--- src/rtl/pll_bank_pkg.sv ---
`timescale 1ns/1ps
package pll_bank_pkg;

    // divider word layout
    localparam int FLD_W     = 6;
    localparam int LOW_LSB   = 0;
    localparam int HIGH_LSB  = 6;
    localparam int EDGE_BIT  = 12;
    localparam int BYP_BIT   = 13;
    localparam int NOUPD_BIT = 14;
    localparam int WORD_W    = 14;
    localparam int NUM_DIV   = 3;
    localparam int RATIO_W   = FLD_W + 1;

    localparam logic [WORD_W-1:0] RESET_WORD = WORD_W'(1) << BYP_BIT;

    typedef enum logic [1:0] {
        RL_LOCKED = 2'd0,
        RL_RELOCK = 2'd1,
        RL_FAULT  = 2'd2
    } relock_state_e;

    function automatic logic [RATIO_W-1:0] ratio_of(input logic [WORD_W-1:0] w);
        logic [RATIO_W-1:0] r;
        if (w[BYP_BIT]) begin
            r = RATIO_W'(1);
        end else begin
            r = {1'b0, w[HIGH_LSB +: FLD_W]} + {1'b0, w[LOW_LSB +: FLD_W]};
        end
        return r;
    endfunction

endpackage

--- src/rtl/pll_div_slot.sv ---
`timescale 1ns/1ps
module pll_div_slot
    import pll_bank_pkg::*;
#(
    parameter int                 W        = WORD_W,
    parameter logic [W-1:0]       RST_WORD = RESET_WORD[W-1:0]
) (
    input  logic         clk,
    input  logic         rst_n,
    input  logic         wr_hit,
    input  logic [W-1:0] wr_word,
    input  logic         commit,
    output logic [W-1:0] staged_o,
    output logic [W-1:0] active_o
);

    logic [W-1:0] shadow_q;
    logic [W-1:0] active_q;

    always_comb begin
        staged_o = wr_hit ? wr_word : shadow_q;
    end

    always_ff @(posedge clk) begin
        if (!rst_n) begin
            shadow_q <= RST_WORD;
            active_q <= RST_WORD;
        end else begin
            shadow_q <= staged_o;
            if (commit) begin
                active_q <= staged_o;
            end
        end
    end

    assign active_o = active_q;

endmodule

--- src/rtl/pll_relock_fsm.sv ---
`timescale 1ns/1ps
module pll_relock_fsm
    import pll_bank_pkg::*;
#(
    parameter int RELOCK_CYCLES = 25000,
    parameter int CNT_W         = $clog2(RELOCK_CYCLES + 1)
) (
    input  logic clk,
    input  logic rst_n,
    input  logic commit,
    input  logic cfg_ok,
    output logic locked_o,
    output logic error_o
);

    localparam logic [CNT_W-1:0] LAST = CNT_W'(RELOCK_CYCLES - 1);

    relock_state_e st_q, st_d;
    logic [CNT_W-1:0] cnt_q, cnt_d;

    // next state
    always_comb begin
        st_d  = st_q;
        cnt_d = cnt_q;
        unique case (st_q)
            RL_LOCKED: begin
                if (commit) begin
                    st_d  = cfg_ok ? RL_RELOCK : RL_FAULT;
                    cnt_d = '0;
                end
            end
            RL_RELOCK: begin
                if (commit) begin
                    st_d  = cfg_ok ? RL_RELOCK : RL_FAULT;
                    cnt_d = '0;
                end else if (cnt_q == LAST) begin
                    st_d = RL_LOCKED;
                end else begin
                    cnt_d = cnt_q + 1'b1;
                end
            end
            RL_FAULT: begin
                if (commit) begin
                    st_d  = cfg_ok ? RL_RELOCK : RL_FAULT;
                    cnt_d = '0;
                end
            end
            default: begin
                st_d  = RL_LOCKED;
                cnt_d = '0;
            end
        endcase
    end

    // state register
    always_ff @(posedge clk) begin
        if (!rst_n) begin
            st_q  <= RL_LOCKED;
            cnt_q <= '0;
        end else begin
            st_q  <= st_d;
            cnt_q <= cnt_d;
        end
    end

    // outputs
    always_comb begin
        locked_o = 1'b0;
        error_o  = 1'b0;
        unique case (st_q)
            RL_LOCKED: locked_o = 1'b1;
            RL_RELOCK: locked_o = 1'b0;
            RL_FAULT:  error_o  = 1'b1;
            default:   locked_o = 1'b0;
        endcase
    end

endmodule

--- src/rtl/pll_div_bank.sv ---
`timescale 1ns/1ps
module pll_div_bank
    import pll_bank_pkg::*;
#(
    parameter int DATA_W        = 32,
    parameter int ADDR_W        = 4,
    parameter int DIV_W         = WORD_W,
    parameter int RELOCK_CYCLES = 25000
) (
    input  logic              clk,
    input  logic              rst_n,
    input  logic              reg_wr,
    input  logic [ADDR_W-1:0] reg_addr,
    input  logic [DATA_W-1:0] reg_wdata,
    output logic [DATA_W-1:0] reg_rdata,
    output logic [DATA_W-1:0] stat_rdata,
    output logic [DIV_W-1:0]  in_div_word,
    output logic [DIV_W-1:0]  fb_div_word,
    output logic [DIV_W-1:0]  out_div_word,
    output logic              pll_locked,
    output logic              pll_error
);

    localparam int IDX_W = ADDR_W - 2;
    localparam int CNT_W = $clog2(RELOCK_CYCLES + 1);

    logic [IDX_W-1:0] sel_idx;
    logic             div_hit;
    logic             commit;
    logic             cfg_ok;
    logic [DIV_W-1:0] staged [NUM_DIV];
    logic [DIV_W-1:0] active [NUM_DIV];

    assign sel_idx = reg_addr[ADDR_W-1:2];
    assign div_hit = (sel_idx < IDX_W'(NUM_DIV));
    assign commit  = reg_wr && div_hit && !reg_wdata[NOUPD_BIT];

    for (genvar g = 0; g < NUM_DIV; g++) begin : g_slot
        pll_div_slot #(
            .W        (DIV_W),
            .RST_WORD (RESET_WORD[DIV_W-1:0])
        ) u_slot (
            .clk      (clk),
            .rst_n    (rst_n),
            .wr_hit   (reg_wr && (sel_idx == IDX_W'(g))),
            .wr_word  (reg_wdata[DIV_W-1:0]),
            .commit   (commit),
            .staged_o (staged[g]),
            .active_o (active[g])
        );
    end

    always_comb begin
        cfg_ok = 1'b1;
        for (int i = 0; i < NUM_DIV; i++) begin
            if (ratio_of(staged[i]) == '0) begin
                cfg_ok = 1'b0;
            end
        end
    end

    pll_relock_fsm #(
        .RELOCK_CYCLES (RELOCK_CYCLES),
        .CNT_W         (CNT_W)
    ) u_fsm (
        .clk      (clk),
        .rst_n    (rst_n),
        .commit   (commit),
        .cfg_ok   (cfg_ok),
        .locked_o (pll_locked),
        .error_o  (pll_error)
    );

    always_comb begin
        reg_rdata = '0;
        for (int i = 0; i < NUM_DIV; i++) begin
            if (sel_idx == IDX_W'(i)) begin
                reg_rdata[DIV_W-1:0] = active[i];
            end
        end
    end

    always_comb begin
        stat_rdata    = '0;
        stat_rdata[0] = pll_locked;
        stat_rdata[1] = pll_error;
    end

    assign in_div_word  = active[0];
    assign fb_div_word  = active[1];
    assign out_div_word = active[2];

endmodule

--- config.mk ---
export PLATFORM = sky130hd
export DESIGN_NAME = pll_div_bank
export DESIGN_NICKNAME = d
export VERILOG_FILES = /design/src/rtl/pll_bank_pkg.sv /design/src/rtl/pll_div_slot.sv /design/src/rtl/pll_relock_fsm.sv /design/src/rtl/pll_div_bank.sv
export SDC_FILE = /design/constraint.sdc
export NUM_CORES = 1
export LEC_CHECK = 0
export ABC_CLOCK_PERIOD_IN_PS = 5950
export CORE_AREA = 2 2 104 106
export DETAILED_ROUTE_END_ITERATION = 6
export DIE_AREA = 0 0 106 108
export PLACE_DENSITY = 0.87
export SETUP_SLACK_MARGIN = 0.05
export SLEW_MARGIN = 20
export SYNTH_ARGS = -nofsm -noshare
export SYNTH_HDL_FRONTEND = slang
export SYNTH_SLANG_ARGS = --single-unit
export TNS_END_PERCENT = 5
--- constraint.sdc ---
create_clock -name clk -period 5.95 [get_ports clk]
set_input_delay 1.4875 -clock clk [delete_from_list [all_inputs] [get_ports clk]]
set_output_delay 1.4875 -clock clk [all_outputs]
set_load 0.02 [all_outputs]
==> results by group <==
Run status
  • Outcome: finished, final reports clean

Finish
  • Final-layout fill cell count: 871
  • Synthesis-to-layout area growth: 17.82%
  • Finished Layout Cells: 777
  • Final net count: 697
  • Design area: 5924 µm²
  • Layout cells sized above 1: 5.928%
  • Core Util, Final: 57.91%
  • Antenna diode count: 0

Clock network
  • H-tree Lvls: 3
  • Worst-path clk slew: 0.09 ns
  • Hold buffer count at cts: 0
  • CTS tree: done
  • Clk sinks: 101
  • Worst-Skew Late Latency: 0.37 ns
  • Post-CTS setup repair buffer count: 0
  • CTS max path bufs: 2
  • CTS root buf: clkbuf_8
  • TritonCTS Buffers: 9
  • Post-cts repair resize count: 0

Drt
  • Per-cell routed wire length: 15.37 µm
  • Post-Route WL: 11940 µm
  • ANT nets after route: 0
  • Via count: 4088
  • Pre-antenna DRT Iters: 4
  • Drt drc: 0
  • Vias/cell: 5.261
  • 1st-iter DRT viols: 157

Pwr
  • Cell Pwr Density: 240.3 nW/µm²
  • LEAKAGE: 2.683 nW
  • Worst vdd ir: 0.0001401 V

Synth
  • Area share of the largest cell type after synthesis: 40.21%
  • Post-Synthesis Cells: 569
  • Mapped Area: 5029 µm²
  • Mapped Avg Cell Area: 8.838 µm²
  • Cell taking the most area after synthesis: dfxtp_1
  • Asr flop ratio synth: 0%
  • Number of synthesized flops with an enable pin: 0
  • Post-synth top flop: dfxtp_1
  • Synth Register Bits: 101
  • Count leader, synth: dfxtp_1
  • Seq/Total Area, Yosys: 40.21%
  • Yosys warnings: 0
  • Commonest cells in the netlist: 101 x dfxtp_1, 86 x nor2_1, 57 x mux2i_1, 54 x buf_4, 42 x inv_1
  • Top area cells in the synthesized netlist: dfxtp_1 40%, mux2i_1 11%, buf_4 8.1%, nor2_1 6.4%, a211oi_1 5.5%
  • Count of cell types in the netlist: 51

STA
  • Setup violations, final: 0
  • Final hold violation count: 0
  • RSZ-0062 raised after global routing: false
  • Fmax: 190.7 MHz
  • Slew Limit Fails: 0
  • Period utilization: 88.14%
  • Slew @ Worst Pin: 0.7707 ns
  • Worst Skew: 0.01095 ns
  • Slew HR: 48.47%
  • Final min period: 5.244 ns
  • TNS Setup: 0 ns

Die
  • Die span in x: 106 µm
  • Row Count: 37
  • Initial Util: 49.15%
  • Die area: 11450 µm²
  • Die Ht: 108 µm
  • Core footprint: 10230 µm²
  • # IOs: 147

Setup path
  • Crit path kind: input port to output pin
  • WP data arrival: 3.76 ns
  • CP endpoint kind: output pin
  • R2R Path End: u_fsm.st_q[0]$_SDFFE_PN0P_
  • Critical path origin: reg_addr[3]
  • R2R cell count: 8
  • R2R Path Start: g_slot[1].u_slot.shadow_q[0]$_SDFF_PN0_
  • WP data required: 4.46 ns
  • Startpoint Class: input port
  • End of the critical path: reg_rdata[3]
  • R2R Setup Slk: 3.42 ns
  • Crit Path Max Fanout: 11

Placement
  • Post-DP HPWL: 9044 µm
  • Cell Area, Placed: 5731 µm²
  • Placed insts: 761
  • Number of I/O port buffers: 79
  • RePlAce Congestion: 0.8958

Global routing
  • Wire length of the first global-routing pass: 18670 µm
  • Total gr overflow: 0
  • Total track usage: 20.70%
  • Vias in the first global route: 3878
  • Initial antenna violation count: 0
  • Largest net degree at the start of global routing: 79

Hold path
  • Worst hold path type: flop to flop
  • Min-Delay Path Depth: 2

Flow run
  • Total of max-cap violations: 0
## power by group
part | leakage (nW) | switching (mW) | internal, mW
Clock | 0.0949 | 0.258 | 0.161
Sequential | 0.824 | 0.0208 | 0.705
Combinational | 1.76 | 0.168 | 0.111
Total | 2.68 | 0.447 | 0.977
## layout by cell type (no fill, tap or decap), drive strengths merged, types with 4 or more instances in the layout
| cell type | count |
|---|---|
| nand3 | 10 |
| or3 | 7 |
| dfxtp | 101 |
| conb | 48 |
| a21oi | 10 |
| a211oi | 37 |
| clkbuf | 9 |
| o21ai | 23 |
| nor3 | 6 |
| nor2 | 86 |
| inv | 46 |
| a31oi | 4 |
| nand2 | 33 |
| clkdlybuf4s50 | 79 |
| ha | 19 |
| mux2i | 57 |
| buf | 10 |
## worst min-delay path by stage
stage | start | endpoint
6_report | u_fsm.cnt_q[14]$_SDFFE_PN0P_ | u_fsm.cnt_q[14]$_SDFFE_PN0P_
5_1_grt | u_fsm.cnt_q[14]$_SDFFE_PN0P_ | u_fsm.cnt_q[14]$_SDFFE_PN0P_
4_1_cts | u_fsm.cnt_q[14]$_SDFFE_PN0P_ | u_fsm.cnt_q[14]$_SDFFE_PN0P_
3_5_place_dp | u_fsm.cnt_q[14]$_SDFFE_PN0P_ | u_fsm.cnt_q[14]$_SDFFE_PN0P_
3_3_place_gp | u_fsm.cnt_q[14]$_SDFFE_PN0P_ | u_fsm.cnt_q[14]$_SDFFE_PN0P_
2_1_floorplan | u_fsm.cnt_q[14]$_SDFFE_PN0P_ | u_fsm.cnt_q[14]$_SDFFE_PN0P_
## layout make-up
cell class	instances	area [µm²]	share of cell area, %
well taps	136	170.2	2.872
clock inverters	7	66.31	1.119
inverters	43	161.4	2.724
repair buffers	89	865.8	14.61
flip-flops and latches	101	2022	34.13
multi-input cells	392	2515	42.45
clock buffers	9	123.9	2.091
## layer usage
layer / routed length [µm] / global-route usage [%]
met1: 5148 / 25.22
met2: 5800 / 36.31
met3: 726 / 4.280
met4: 268 / 7.519
met5: 0 / 0
## critical path, cell delays in order
cell and delay, ns:
clkdlybuf4s50_1 0.64, nor2b_1 0.44, buf_4 0.26, nand2_1 0.07, o21ai_0 0.17, clkdlybuf4s50_1 0.69
## state kept, by name, indices dropped and copies added, names as in the netlist
register,count
g_slot.u_slot.active_o,42
g_slot.u_slot.shadow_q,42
u_fsm.cnt_q,15
u_fsm.st_q,2
## kinds of logic (layout without fill, tap and decap cells)
kind of cell / after synthesis / in the layout / share of synthesized area [%]
mux: 57 / 57 / 11.35
buf+inv: 123 / 148 / 13.39
simple gates: 175 / 175 / 16.57
other cells: 1 / 48 / 0.07457
compound gates: 89 / 89 / 12.32
xor+xnor: 1 / 1 / 0.1742
flops: 101 / 101 / 40.21
fa+ha+maj: 22 / 22 / 5.922
## stage by stage
step	total power, mW	worst slack (ns)	hold slack, ns
finish	1.424	0.7060	0.5107
global route	1.471	0.6360	0.5195
CTS	1.423	0.7194	0.5069
detailed placement	1.018	0.6839	0.4795
global placement	1.009	0.7657	0.4688
floorplan	0.9398	1.700	0.4537
Note: power is estimated with default switching activity, not from simulation.
